## src/rtl/wdog_grace_pkg.sv

```systemverilog
package wdog_grace_pkg;

  localparam int BUS_W  = 32;
  localparam int ISEL_W = 3;
  localparam int DSEL_W = 2;

  // register byte offsets
  localparam int CTRL_OFS = 'h0;
  localparam int IEN_OFS  = 'h4;
  localparam int STAT_OFS = 'h8;

  // control field positions
  localparam int B_CLR    = 0;
  localparam int B_RSTEN  = 1;
  localparam int B_WKEN   = 2;
  localparam int B_EN     = 3;
  localparam int B_ISEL   = 4;
  localparam int B_DSEL   = 8;
  localparam int B_DBGRUN = 31;

  // status / enable positions
  localparam int B_IEN  = 0;
  localparam int S_TOF  = 0;
  localparam int S_RSTF = 1;
  localparam int S_WKF  = 2;

  typedef struct packed {
    logic              dbg_run;
    logic [DSEL_W-1:0] dsel;
    logic [ISEL_W-1:0] isel;
    logic              en;
    logic              wken;
    logic              rsten;
    logic              clr;
  } ctrl_t;

  typedef struct packed {
    logic wkf;
    logic rstf;
    logic tof;
  } flags_t;

endpackage

```

## src/rtl/wdog_grace_regs.sv

```systemverilog
module wdog_grace_regs
  import wdog_grace_pkg::*;
#(
  parameter int ADDR_W = 4
) (
  input  logic              clk,
  input  logic              rst,
  input  logic              unlock_i,
  input  logic              pd_i,
  input  logic              wr_i,
  input  logic              rd_i,
  input  logic [ADDR_W-1:0] addr_i,
  input  logic [BUS_W-1:0]  wdata_i,
  output logic [BUS_W-1:0]  rdata_o,
  input  logic              tmo_i,
  input  logic              fire_i,
  output ctrl_t             ctrl_o,
  output logic              ien_o,
  output flags_t            flags_o
);

  logic sel_ctrl, sel_ien, sel_stat;
  logic wr_ctrl, wr_ien, wr_stat;
  logic [BUS_W-1:0] rd_mux;
  logic unused_wbits;

  assign sel_ctrl = (addr_i == ADDR_W'(CTRL_OFS));
  assign sel_ien  = (addr_i == ADDR_W'(IEN_OFS));
  assign sel_stat = (addr_i == ADDR_W'(STAT_OFS));
  assign wr_ctrl  = wr_i & sel_ctrl;
  assign wr_ien   = wr_i & sel_ien;
  assign wr_stat  = wr_i & sel_stat;

  assign unused_wbits = ^{wdata_i[30:10], wdata_i[7]};

  always_ff @(posedge clk) begin
    if (rst) begin
      ctrl_o  <= '0;
      ien_o   <= 1'b0;
      flags_o <= '0;
      rdata_o <= '0;
    end else begin
      ctrl_o.clr <= 1'b0;
      if (wr_ctrl) begin
        ctrl_o.dsel <= wdata_i[B_DSEL +: DSEL_W];
        if (unlock_i) begin
          ctrl_o.clr     <= wdata_i[B_CLR];
          ctrl_o.rsten   <= wdata_i[B_RSTEN];
          ctrl_o.wken    <= wdata_i[B_WKEN];
          ctrl_o.en      <= wdata_i[B_EN];
          ctrl_o.isel    <= wdata_i[B_ISEL +: ISEL_W];
          ctrl_o.dbg_run <= wdata_i[B_DBGRUN];
        end
      end
      if (fire_i) ctrl_o.dsel <= '0;
      if (wr_ien) ien_o <= wdata_i[B_IEN];
      // hardware set takes priority over a same-cycle clear
      flags_o.tof  <= (flags_o.tof  & ~(wr_stat & wdata_i[S_TOF]))  | tmo_i;
      flags_o.rstf <= (flags_o.rstf & ~(wr_stat & wdata_i[S_RSTF])) | fire_i;
      flags_o.wkf  <= (flags_o.wkf  & ~(wr_stat & wdata_i[S_WKF]))
                    | (tmo_i & pd_i & ctrl_o.wken);
      if (rd_i) rdata_o <= rd_mux;
    end
  end

  always_comb begin
    rd_mux = '0;
    if (sel_ctrl) begin
      rd_mux[B_CLR]              = ctrl_o.clr;
      rd_mux[B_RSTEN]            = ctrl_o.rsten;
      rd_mux[B_WKEN]             = ctrl_o.wken;
      rd_mux[B_EN]               = ctrl_o.en;
      rd_mux[B_ISEL +: ISEL_W]   = ctrl_o.isel;
      rd_mux[B_DSEL +: DSEL_W]   = ctrl_o.dsel;
      rd_mux[B_DBGRUN]           = ctrl_o.dbg_run;
    end else if (sel_ien) begin
      rd_mux[B_IEN] = ien_o;
    end else if (sel_stat) begin
      rd_mux[S_TOF]  = flags_o.tof;
      rd_mux[S_RSTF] = flags_o.rstf;
      rd_mux[S_WKF]  = flags_o.wkf;
    end
  end

endmodule

```

## src/rtl/wdog_grace_tick.sv

```systemverilog
module wdog_grace_tick
  import wdog_grace_pkg::*;
#(
  parameter int IVL_BASE = 4,
  parameter int IVL_STEP = 2,
  parameter int CNT_W    = IVL_BASE + IVL_STEP * ((1 << ISEL_W) - 1)
) (
  input  logic              clk,
  input  logic              rst,
  input  logic              act_i,
  input  logic              en_i,
  input  logic              clr_i,
  input  logic              fire_i,
  input  logic [ISEL_W-1:0] isel_i,
  output logic              tmo_o,
  output logic [CNT_W-1:0]  cnt_o
);

  localparam int NSEL = 1 << ISEL_W;

  logic [CNT_W-1:0] term [NSEL];
  logic             hit;

  // terminal count per interval select: 2^(BASE+STEP*g) - 1
  for (genvar g = 0; g < NSEL; g++) begin : g_term
    localparam int SH = IVL_BASE + IVL_STEP * g;
    assign term[g] = {CNT_W{1'b1}} >> (CNT_W - SH);
  end

  assign hit   = (cnt_o == term[isel_i]);
  assign tmo_o = act_i & hit & ~clr_i & ~fire_i;

  always_ff @(posedge clk) begin
    if (rst || !en_i || clr_i || fire_i) begin
      cnt_o <= '0;
    end else if (act_i) begin
      cnt_o <= hit ? '0 : cnt_o + 1'b1;
    end
  end

endmodule

```

## src/rtl/wdog_grace_seq.sv

```systemverilog
module wdog_grace_seq
  import wdog_grace_pkg::*;
#(
  parameter int DLY_0     = 1026,
  parameter int DLY_1     = 130,
  parameter int DLY_2     = 18,
  parameter int DLY_3     = 3,
  parameter int RST_TICKS = 4
) (
  input  logic              clk,
  input  logic              rst,
  input  logic              tick_i,
  input  logic              act_i,
  input  logic              abort_i,
  input  logic              tmo_i,
  input  logic [DSEL_W-1:0] dsel_i,
  output logic              fire_o,
  output logic              pulse_o
);

  localparam int NDLY = 1 << DSEL_W;
  localparam int DLY_TAB [NDLY] = '{DLY_0, DLY_1, DLY_2, DLY_3};
  localparam int DLY_MAX = (DLY_0 > DLY_1 ? DLY_0 : DLY_1) > (DLY_2 > DLY_3 ? DLY_2 : DLY_3)
                         ? (DLY_0 > DLY_1 ? DLY_0 : DLY_1) : (DLY_2 > DLY_3 ? DLY_2 : DLY_3);
  localparam int DCW = (DLY_MAX > 1) ? $clog2(DLY_MAX) : 1;
  localparam int PCW = $clog2(RST_TICKS) + 1;

  logic [DCW-1:0] dterm [NDLY];
  logic [DCW-1:0] dcnt;
  logic [PCW-1:0] pcnt;
  logic           pend;
  logic           start;

  for (genvar g = 0; g < NDLY; g++) begin : g_dly
    assign dterm[g] = DCW'(DLY_TAB[g] - 1);
  end

  assign start  = tmo_i & ~abort_i & ~pend;
  assign fire_o = pend & act_i & ~abort_i & (dcnt == dterm[dsel_i]);

  // grace window
  always_ff @(posedge clk) begin
    if (rst || abort_i || fire_o) begin
      pend <= 1'b0;
      dcnt <= '0;
    end else if (start) begin
      pend <= 1'b1;
      dcnt <= '0;
    end else if (pend && act_i) begin
      dcnt <= dcnt + 1'b1;
    end
  end

  // fixed-length request pulse, counted on raw ticks
  always_ff @(posedge clk) begin
    if (rst) begin
      pulse_o <= 1'b0;
      pcnt    <= '0;
    end else if (fire_o) begin
      pulse_o <= 1'b1;
      pcnt    <= '0;
    end else if (pulse_o && tick_i) begin
      if (pcnt == PCW'(RST_TICKS - 1)) pulse_o <= 1'b0;
      else                             pcnt    <= pcnt + 1'b1;
    end
  end

endmodule

```

## src/rtl/wdog_grace.sv

```systemverilog
module wdog_grace
  import wdog_grace_pkg::*;
#(
  parameter int ADDR_W    = 4,
  parameter int IVL_BASE  = 4,
  parameter int IVL_STEP  = 2,
  parameter int DLY_0     = 1026,
  parameter int DLY_1     = 130,
  parameter int DLY_2     = 18,
  parameter int DLY_3     = 3,
  parameter int RST_TICKS = 4
) (
  input  logic              clk,
  input  logic              rst,
  input  logic              tick_i,
  input  logic              unlock_i,
  input  logic              dbg_i,
  input  logic              pd_i,
  input  logic              bus_wr_i,
  input  logic              bus_rd_i,
  input  logic [ADDR_W-1:0] bus_addr_i,
  input  logic [31:0]       bus_wdata_i,
  output logic [31:0]       bus_rdata_o,
  output logic              irq_o,
  output logic              wake_o,
  output logic              sysrst_o
);

  localparam int CNT_W = IVL_BASE + IVL_STEP * ((1 << ISEL_W) - 1);

  ctrl_t            ctrl;
  flags_t           flags;
  logic             ien;
  logic             freeze, act, abort;
  logic             tmo_ev, fire_ev;
  logic [CNT_W-1:0] cnt_w;

  assign freeze = dbg_i & ~ctrl.dbg_run;
  assign act    = tick_i & ctrl.en & ~freeze;
  assign abort  = ctrl.clr | ~ctrl.en | ~ctrl.rsten;

  wdog_grace_regs #(.ADDR_W(ADDR_W)) u_regs (
    .clk      (clk),
    .rst      (rst),
    .unlock_i (unlock_i),
    .pd_i     (pd_i),
    .wr_i     (bus_wr_i),
    .rd_i     (bus_rd_i),
    .addr_i   (bus_addr_i),
    .wdata_i  (bus_wdata_i),
    .rdata_o  (bus_rdata_o),
    .tmo_i    (tmo_ev),
    .fire_i   (fire_ev),
    .ctrl_o   (ctrl),
    .ien_o    (ien),
    .flags_o  (flags)
  );

  wdog_grace_tick #(
    .IVL_BASE (IVL_BASE),
    .IVL_STEP (IVL_STEP),
    .CNT_W    (CNT_W)
  ) u_tick (
    .clk    (clk),
    .rst    (rst),
    .act_i  (act),
    .en_i   (ctrl.en),
    .clr_i  (ctrl.clr),
    .fire_i (fire_ev),
    .isel_i (ctrl.isel),
    .tmo_o  (tmo_ev),
    .cnt_o  (cnt_w)
  );

  wdog_grace_seq #(
    .DLY_0     (DLY_0),
    .DLY_1     (DLY_1),
    .DLY_2     (DLY_2),
    .DLY_3     (DLY_3),
    .RST_TICKS (RST_TICKS)
  ) u_seq (
    .clk     (clk),
    .rst     (rst),
    .tick_i  (tick_i),
    .act_i   (act),
    .abort_i (abort),
    .tmo_i   (tmo_ev),
    .dsel_i  (ctrl.dsel),
    .fire_o  (fire_ev),
    .pulse_o (sysrst_o)
  );

  assign irq_o  = flags.tof & ien;
  assign wake_o = flags.wkf;

endmodule

```

## config.mk

```make
export PLATFORM = sky130hd
export DESIGN_NAME = wdog_grace
export DESIGN_NICKNAME = d
export VERILOG_FILES = /design/src/rtl/wdog_grace_pkg.sv /design/src/rtl/wdog_grace_regs.sv /design/src/rtl/wdog_grace_tick.sv /design/src/rtl/wdog_grace_seq.sv /design/src/rtl/wdog_grace.sv
export SDC_FILE = /design/constraint.sdc
export NUM_CORES = 1
export LEC_CHECK = 0
export BUFFER_PORTS_ARGS = -buffer_cell sky130_fd_sc_hd__buf_2
export CAP_MARGIN = 15
export CORE_MARGIN = 4
export CORE_UTILIZATION = 57
export CTS_CLUSTER_DIAMETER = 100
export DETAILED_ROUTE_END_ITERATION = 8
export PLACE_DENSITY = 0.85
export SYNTH_ARGS = -nofsm -noshare
export SYNTH_HDL_FRONTEND = slang
export SYNTH_SLANG_ARGS = --single-unit
```

## constraint.sdc

```tcl
create_clock -name clk -period 3.63 [get_ports clk]
set_clock_uncertainty 0.2 [all_clocks]
set_input_delay 0.5445 -clock clk [delete_from_list [all_inputs] [get_ports clk]]
set_output_delay 0.5445 -clock clk [all_outputs]
set_load 0.03 [all_outputs]
```

==> results of run 1 <==
sequential cells by signal, summed over array words and instances, names as in the netlist:
name            count
u_regs.ctrl_o      10
u_tick.cnt_o       18
u_seq.dcnt         11
u_regs.ien_o        1
u_seq.pcnt          3
u_regs.flags_o      3
u_regs.rdata_o     10
u_seq.pend          1
u_seq.pulse_o       1
cell type report:
cell class              instances  area share (%)
inverters                       6           0.665
well taps                      70            2.59
clock buffers                  10            4.07
clock inverters                 5            1.63
repair buffers                 37            5.69
multi-input cells             278            51.1
flip-flops and latches         58            34.3
synthesized netlist by cell type, drive strengths merged, types with 3 or more instances:
cell type and count:
nand2b 5, nor2 28, xor2 4, clkbuf 11
or2 3, nand3 21, mux2i 14, buf 30
ha 4, nand2 25, nand4 8, xnor2 23
dfxtp 58, or4 3, a21oi 18, or3 6
inv 6, nor3 37, o21ai 7, a211oi 3
nor4 11, nor2b 9
cell families (layout without fill, tap and decap cells):
logic type / count (synthesis) / in the layout / share of synthesized area (%)
buf+inv: 48 / 58 / 9.21
compound gates: 38 / 38 / 8.44
simple gates: 171 / 171 / 30.2
xor+xnor: 27 / 27 / 7.64
other cells: 1 / 22 / 0.121
mux: 16 / 16 / 5.25
fa+ha+maj: 4 / 4 / 1.62
flops: 58 / 58 / 37.5
metal layers:
| metal | share of wire [%] | GRT usage (%) |
|---|---|---|
| met4 | 1.1 | 6.98 |
| met3 | 7.0 | 6.47 |
| met5 | 0 | 0 |
| met2 | 49 | 37.0 |
| met1 | 43 | 26.5 |
report_power, final:
part	internal (mW)	switching, mW	leakage (nW)
clock network	0.329	0.255	0.0941
registers	0.637	0.00170	0.467
logic	0.0162	0.0564	0.684
worst max-delay path by stage:
| stage | start | end | depth (start not counted) |
|---|---|---|---|
| 2_1_floorplan | dbg_i | u_tick.cnt_o[17] | 5 |
| 3_3_place_gp | tick_i | u_tick.cnt_o[12] | 6 |
| 3_5_place_dp | tick_i | u_tick.cnt_o[11] | 6 |
| 4_1_cts | u_tick.cnt_o[0] | u_tick.cnt_o[10] | 6 |
| 5_1_grt | u_tick.cnt_o[0] | u_tick.cnt_o[9] | 6 |
| 6_report | u_tick.cnt_o[0] | u_tick.cnt_o[16] | 6 |
worst register-to-register path: stages, from the launching register on:
cell,delay (ps)
dfxtp_1,400
ha_1,220
nand2_1,180
nor4_1,460
nand4_1,290
o21ai_2,710
nor3_1,140
==> results.sh, run 1 <==
export IMPL_crit_path_max_incr_delay_ps=710
export IMPL_r2r_start="u_tick.cnt_o[0]"
export IMPL_fin_hold_ws_ps=240
export IMPL_io_pins=79
export IMPL_worst_pin_slew_ps=788
export IMPL_fin_ws_ps=896
export IMPL_antenna_found_initial=0
export IMPL_drive_gt1_share_pct=18.5
export IMPL_synth_edf_count=0
export IMPL_ant_nets=0
export IMPL_max_cap_violations=0
export IMPL_hold_path_startpoint="bus_wdata_i[5]"
export IMPL_rsz0062_at_grt="false"
export IMPL_end_kind="register"
export IMPL_ctsHoldBuffers=0
export IMPL_grt_start_max_net_pins=26
export IMPL_worstHoldPathType="primary input to register"
export IMPL_fillers=435
export IMPL_dpl_instance_area_um2=3190
export IMPL_via_per_inst=5.64
export IMPL_finalWirelength_mm=6.90
export IMPL_netlist_cell_type_count=59
export IMPL_p_per_area_nw_per_um2=382
export IMPL_numPortBuffers=34
export IMPL_start_kind="register"
export IMPL_seqCellArea_um2=1160
export IMPL_die_x_um=81.7
export IMPL_syn_avg_cell_area_um2=8.53
export IMPL_cts_tree="yes"
export IMPL_synth_area_top_cells="dfxtp_1 (37%), xnor2_1 (6.5%), nor3_1 (5.8%)"
export IMPL_fin_cells=464
export IMPL_area_delta_synth_final_pct=9.33
export IMPL_worstReg2RegEnd="u_tick.cnt_o[16]"
export IMPL_cp_num_buf_inv=0
export IMPL_path_class="register to register"
export IMPL_reg2reg_slack_ps=900
export IMPL_period_share_pct=75.3
export IMPL_initial_utilization_pct=59.9
export IMPL_final_area_um2=3390
export IMPL_drtPass1Iterations=4
export IMPL_cts_resized_gates=0
export IMPL_clockBufferDepth=2
export IMPL_num_rows=26
export IMPL_clk_pin_slew_ps=70
export IMPL_insertion_delay_ps=340
export IMPL_coreArea_um2=5170
export IMPL_overflow=0
export IMPL_status="finished clean"
export IMPL_ys_seq_elements=58
export IMPL_r2r_cells=6
export IMPL_insertedDiodeCount=0
export IMPL_ys_flop_type="dfxtp_1"
export IMPL_cpMaxStageDelayCell="o21ai_2"
export IMPL_required_ps=3620
export IMPL_wl_per_cell_um=14.9
export IMPL_htreeDepth=3
export IMPL_crit_chain="ha_1, nand2_1, nor4_1, nand4_1, o21ai_2, nor3_1"
export IMPL_grt_pass1_wl_mm=11.2
export IMPL_vias=2616
export IMPL_final_core_util_pct=65.5
export IMPL_synth_area_leader_cell="dfxtp_1"
export IMPL_synth_warnings=0
export IMPL_clock_root_buffer="clkbuf_8"
export IMPL_grt_use_total_pct=21.8
export IMPL_syn_cell_area_um2=3100
export IMPL_layout_commonest_cell="dfxtp_1"
export IMPL_place_ws_ps=833
export IMPL_synth_top_area_share_pct=37.5
export IMPL_cts_setup_buffers=0
export IMPL_max_freq_mhz=366
export IMPL_clock_sinks=58
export IMPL_die_y_um=81.7
export IMPL_critPathArrivalTime_ps=2730
export IMPL_finalHoldViolCount=0
export IMPL_netlist_instances=363
export IMPL_grt_pass1_vias=2464
export IMPL_dp_hpwl_mm=4.85
export IMPL_leakage_nw=1.25
export IMPL_die_area_um2=6680
export IMPL_dp_cells=449
export IMPL_setup_tns_ps=0
export IMPL_ys_seq_area_share_pct=37.5
export IMPL_finalSetupViolCount=0
export IMPL_crit_fanout=18
export IMPL_async_flop_share_pct=0
export IMPL_gp_congestion=0.822
export IMPL_peakVddDrop_mv=0.235
export IMPL_slew_viol_final=0
export IMPL_cp_top_family="simple AND/OR/NAND/NOR gates"
export IMPL_drtIter0Drc=123
export IMPL_fin_nets=438
export IMPL_multi_input_comb_area_um2=1730
export IMPL_slew_headroom_pct=47.5
export IMPL_p_total_mw=1.29
export IMPL_holdPathEnd="u_regs.ctrl_o[5]"
export IMPL_drc_errors=0
export IMPL_min_path_cells=3
export IMPL_final_cell_mix="dfxtp_1 (58), nor3_1 (36), buf_2 (34)"
export IMPL_layout_min_cycle_time_ps=2730
export IMPL_cts_buffers=9
Power figures use the tool's default switching activity.
==> inputs of run 2 (changes only) <==
--- a/config.mk
+++ b/config.mk
@@ -8,10 +8,10 @@
 export BUFFER_PORTS_ARGS = -buffer_cell sky130_fd_sc_hd__buf_2
 export CAP_MARGIN = 15
 export CORE_MARGIN = 4
-export CORE_UTILIZATION = 57
+export CORE_UTILIZATION = 53
 export CTS_CLUSTER_DIAMETER = 100
 export DETAILED_ROUTE_END_ITERATION = 8
-export PLACE_DENSITY = 0.85
+export PLACE_DENSITY = 0.8
 export SYNTH_ARGS = -nofsm -noshare
 export SYNTH_HDL_FRONTEND = slang
 export SYNTH_SLANG_ARGS = --single-unit
==> constraint.sdc (replaced) <==
create_clock -name clk -period 2.6 [get_ports clk]
set_clock_uncertainty 0.2 [all_clocks]
set_input_delay 0.39 -clock clk [delete_from_list [all_inputs] [get_ports clk]]
set_output_delay 0.39 -clock clk [all_outputs]
set_load 0.03 [all_outputs]
==> results.sh, run 2 (synthesized netlist as in run 1, its figures left out) <==
export IMPL_status="finished clean"
export IMPL_finalSetupViolCount=0
export IMPL_worst_pin_slew_ps=591
export IMPL_top_register="u_tick.cnt_o"
export IMPL_period_share_pct=91.2
export IMPL_clk_pin_slew_ps=70
export IMPL_drtIter0Drc=136
export IMPL_setup_tns_ps=0
export IMPL_rsz0062_at_grt="false"
export IMPL_p_total_mw=1.90
export IMPL_fin_nets=444
export IMPL_layout_commonest_cell="dfxtp_1"
export IMPL_hold_path_startpoint="bus_wdata_i[5]"
export IMPL_worstReg2RegEnd="u_regs.flags_o[2]"
export IMPL_wl_per_cell_um=13.9
export IMPL_ctsHoldBuffers=0
export IMPL_slew_headroom_pct=60.5
export IMPL_end_kind="register"
export IMPL_via_per_inst=5.48
export IMPL_start_kind="register"
export IMPL_worstHoldPathType="primary input to register"
export IMPL_holdPathEnd="u_regs.ctrl_o[5]"
export IMPL_grt_use_total_pct=19.5
export IMPL_finalWirelength_mm=6.58
export IMPL_r2r_start="u_tick.cnt_o[0]"
export IMPL_die_area_um2=7130
export IMPL_max_cap_violations=0
export IMPL_ant_nets=0
export IMPL_numPortBuffers=34
export IMPL_clock_sinks=58
export IMPL_fillers=459
export IMPL_gp_congestion=0.894
export IMPL_coreArea_um2=5570
export IMPL_initial_utilization_pct=55.6
export IMPL_reg2reg_slack_ps=230
export IMPL_layout_min_cycle_time_ps=2370
export IMPL_finalHoldViolCount=0
export IMPL_max_freq_mhz=422
export IMPL_crit_fanout=5
export IMPL_grt_pass1_vias=2458
export IMPL_required_ps=2660
export IMPL_clock_root_buffer="clkbuf_8"
export IMPL_drtPass1Iterations=4
export IMPL_critPathArrivalTime_ps=2430
export IMPL_clockBufferDepth=2
export IMPL_r2r_cells=6
export IMPL_dp_hpwl_mm=4.70
export IMPL_cts_buffers=9
export IMPL_min_path_cells=3
export IMPL_peakVddDrop_mv=0.501
export IMPL_path_class="register to register"
export IMPL_io_pins=79
export IMPL_insertion_delay_ps=340
export IMPL_die_y_um=84.4
export IMPL_grt_start_max_net_pins=26
export IMPL_insertedDiodeCount=0
export IMPL_area_delta_synth_final_pct=12.1
export IMPL_cts_resized_gates=0
export IMPL_p_per_area_nw_per_um2=549
export IMPL_top_regs="u_tick.cnt_o x18, u_seq.dcnt x11"
export IMPL_grt_pass1_wl_mm=11.2
export IMPL_drc_errors=0
export IMPL_num_rows=27
export IMPL_antenna_found_initial=0
export IMPL_slew_viol_final=0
export IMPL_vias=2591
export IMPL_final_cell_mix="dfxtp_1 (58), nor3_1 (36), buf_2 (34)"
export IMPL_htreeDepth=3
export IMPL_overflow=0
export IMPL_drive_gt1_share_pct=20.0
export IMPL_largest_register_ffs=18
export IMPL_leakage_nw=1.29
export IMPL_die_x_um=84.4
export IMPL_cts_setup_buffers=0
export IMPL_cts_tree="yes"
-- run 2: critical path, cell delays in order, from the launching register on --
cell and delay [ps]:
dfxtp_1 400, ha_1 210, nand2_1 80, nor4_1 360
nand4_1 210, or4b_4 620, o31ai_2 210
-- run 2: routing by layer --
layer	global-route usage (%)	up-vias	routed length, µm
met4	8.06	0	157
met1	24.1	1208	2890
li1	-	1303	-
met2	31.7	65	3130
met5	0	-	0
met3	5.59	15	391
-- run 2: how the worst max path moves through the flow --
| stage | from | end | slack (ps) | cells after the start |
|---|---|---|---|---|
| floorplan | u_tick.cnt_o[0] | u_regs.flags_o[2] | 350 | 6 |
| global placement | tick_i | u_regs.flags_o[2] | 220 | 6 |
| detailed placement | tick_i | u_regs.flags_o[2] | 200 | 6 |
| CTS | u_tick.cnt_o[0] | u_regs.flags_o[2] | 220 | 6 |
| global route | u_tick.cnt_o[0] | u_regs.flags_o[2] | 60 | 6 |
| finish | u_tick.cnt_o[0] | u_regs.flags_o[2] | 230 | 6 |
-- run 2: power breakdown --
part           switching, mW  total (mW)  leakage, nW  internal [mW]
registers            0.00250       0.892        0.467          0.890
clock network          0.371       0.908        0.105          0.537
logic                 0.0790       0.105        0.714         0.0257
-- run 2: stage by stage --
| stage | instances | area (µm²) | worst slack [ps] | hold slack [ps] | util (%) |
|---|---|---|---|---|---|
| after floorplan | 384 | 3180 | 348 | 233 | - |
| after global placement | 457 | 3250 | 215 | 243 | 58.4 |
| after detailed placement | 457 | 3250 | 197 | 256 | 58.4 |
| after CTS | 473 | 3470 | 221 | 89.3 | 62.3 |
| after global routing | 473 | 3470 | 59.3 | 90.5 | 62.3 |
| final | 473 | 3470 | 228 | 93.9 | 62.3 |
-- run 2: cell type report --
type                    instances  area [µm²]  share of cell area [%]
clock inverters                 7        93.8                    2.70
multi-input cells             278        1730                    49.8
repair buffers                 43         250                    7.21
flip-flops and latches         58        1160                    33.5
well taps                      72        90.1                    2.60
clock buffers                   9         124                    3.57
inverters                       6        22.5                   0.649
==> inputs of run 3 (changes only) <==
--- a/config.mk
+++ b/config.mk
@@ -11,7 +11,7 @@
 export CORE_UTILIZATION = 53
 export CTS_CLUSTER_DIAMETER = 100
 export DETAILED_ROUTE_END_ITERATION = 8
-export PLACE_DENSITY = 0.8
+export PLACE_DENSITY = 0.77
 export SYNTH_ARGS = -nofsm -noshare
 export SYNTH_HDL_FRONTEND = slang
 export SYNTH_SLANG_ARGS = --single-unit
==> results.sh, run 3 (synthesized netlist as in run 1, its figures left out) <==
export IMPL_reg2reg_slack_ps=270
export IMPL_combPwrFrac_pct=4.9
export IMPL_drc_errors=0
export IMPL_insertedDiodeCount=0
export IMPL_critPathArrivalTime_ps=2400
export IMPL_setup_tns_ps=0
export IMPL_fin_nets=444
export IMPL_required_ps=2670
export IMPL_cts_tree="yes"
export IMPL_via_per_inst=5.48
export IMPL_crit_start="u_regs.ctrl_o[5]"
export IMPL_seq_power_share_pct=42.2
export IMPL_numPortBuffers=34
export IMPL_endpoint="u_regs.flags_o[2]"
export IMPL_overflow=0
export IMPL_grt_pass1_wl_mm=12.0
export IMPL_area_delta_synth_final_pct=13.9
export IMPL_crit_fanout=11
export IMPL_leakage_nw=1.31
export IMPL_grt_util_met3_pct=4.22
export IMPL_antenna_found_initial=0
export IMPL_cts_setup_buffers=0
export IMPL_gp_congestion=0.900
export IMPL_finalSetupViolCount=0
export IMPL_layout_min_cycle_time_ps=2330
export IMPL_period_share_pct=89.8
export IMPL_layout_commonest_cell="dfxtp_1"
export IMPL_fin_ws_ps=265
export IMPL_slew_headroom_pct=59.9
export IMPL_peakVddDrop_mv=0.460
export IMPL_htreeDepth=3
export IMPL_top_register="u_tick.cnt_o"
export IMPL_dpl_instance_area_um2=3250
export IMPL_top_regs="u_tick.cnt_o x18, u_seq.dcnt x11"
export IMPL_coreArea_um2=5570
export IMPL_ant_nets=0
export IMPL_slew_viol_final=0
export IMPL_fillers=478
export IMPL_max_freq_mhz=428
export IMPL_start_kind="register"
export IMPL_wl_per_cell_um=14.9
export IMPL_largest_register_ffs=18
export IMPL_use_met1_pct=25.2
export IMPL_clockPowerShare_pct=52.9
export IMPL_clockBufferDepth=2
export IMPL_rsz0062_at_grt="false"
export IMPL_clock_sinks=58
export IMPL_place_ws_ps=203
export IMPL_insertion_delay_ps=340
export IMPL_drtIter0Drc=115
export IMPL_final_cell_mix="dfxtp_1 (58), nor3_1 (36), buf_2 (34)"
export IMPL_ctsHoldBuffers=0
export IMPL_status="finished clean"
export IMPL_max_cap_violations=0
export IMPL_r2r_cells=5
export IMPL_final_core_util_pct=63.3
export IMPL_num_rows=27
export IMPL_vias=2590
export IMPL_io_pins=79
export IMPL_p_per_area_nw_per_um2=600
export IMPL_final_area_um2=3530
export IMPL_internal_power_mw=1.67
export IMPL_worstReg2RegEnd="u_regs.flags_o[2]"
export IMPL_grt_start_max_net_pins=26
export IMPL_initial_utilization_pct=55.6
export IMPL_gr_usage_met2_pct=34.4
export IMPL_die_y_um=84.4
export IMPL_path_class="register to register"
export IMPL_die_x_um=84.4
export IMPL_r2r_start="u_regs.ctrl_o[5]"
export IMPL_busiest_layer="met2"
export IMPL_end_kind="register"
export IMPL_worstHoldPathType="primary input to register"
export IMPL_switching_share_pct=20.9
export IMPL_netSwitchingPower_mw=0.441
export IMPL_drtPass1Iterations=4
export IMPL_grt_use_total_pct=20.7
export IMPL_clk_pin_slew_ps=70
export IMPL_cts_buffers=9
export IMPL_finalHoldViolCount=0
export IMPL_grt_pass1_vias=2582
export IMPL_finalWirelength_mm=7.06
export IMPL_dp_hpwl_mm=4.98
export IMPL_die_area_um2=7130
export IMPL_clock_root_buffer="clkbuf_8"
export IMPL_worst_pin_slew_ps=600
export IMPL_fin_hold_ws_ps=79.2
export IMPL_drive_gt1_share_pct=20.0
run 3: metrics by stage:
step | std cells | total power, mW
detailed placement | 457 | 1.01
global placement | 457 | 1.01
CTS | 473 | 2.13
floorplan | 384 | 1.01
finish | 473 | 2.11
global route | 473 | 2.17
run 3: worst max-delay path: stages, from the launching register on:
cell and delay [ps]:
dfxtp_1 530, or4b_1 480, o22ai_1 220, nor2_1 80
or4b_4 540, o31ai_2 210
run 3: routing by layer:
metal  vias up  share of wire [%]  wire [µm]
met5         -                  0          0
li1       1309                  -          -
met1      1203                 44       3080
met4         0                2.7        192
met2        64                 49       3460
met3        14                4.7        331
run 3: layout make-up:
cell class,instances,area (µm²),share of cell area (%)
well taps,72,90.1,2.56
clock inverters,5,125,3.55
clock buffers,11,141,4.01
repair buffers,43,250,7.10
inverters,6,22.5,0.639
multi-input cells,278,1740,49.2
flip-flops and latches,58,1160,32.9
run 3: timing repair:
action | CTS | global route
endpoints found under the hold margin | 0 | 0
endpoints found under the setup margin | 0 | 1
resized for setup | 0 | 1
run 3: worst min path at each step:
stage	from	slack, ps	to	cells past startpoint
6_report	bus_wdata_i[5]	80	u_regs.ctrl_o[5]	3
3_5_place_dp	u_regs.flags_o[1]	250	u_regs.flags_o[1]	2
3_3_place_gp	u_regs.flags_o[1]	240	u_regs.flags_o[1]	2
5_1_grt	bus_wdata_i[6]	90	u_regs.ctrl_o[6]	3
4_1_cts	bus_wdata_i[5]	70	u_regs.ctrl_o[5]	3
2_1_floorplan	u_regs.flags_o[1]	230	u_regs.flags_o[1]	2
run 3: power by group through the flow:
| stage | registers, mW | logic [mW] | clock network [mW] |
|---|---|---|---|
| finish | 0.892 | 0.104 | 1.12 |
| global route | 0.892 | 0.111 | 1.17 |
| CTS | 0.892 | 0.103 | 1.13 |
| detailed placement | 0.912 | 0.102 | 0 |
| global placement | 0.912 | 0.102 | 0 |
| floorplan | 0.911 | 0.0997 | 0 |
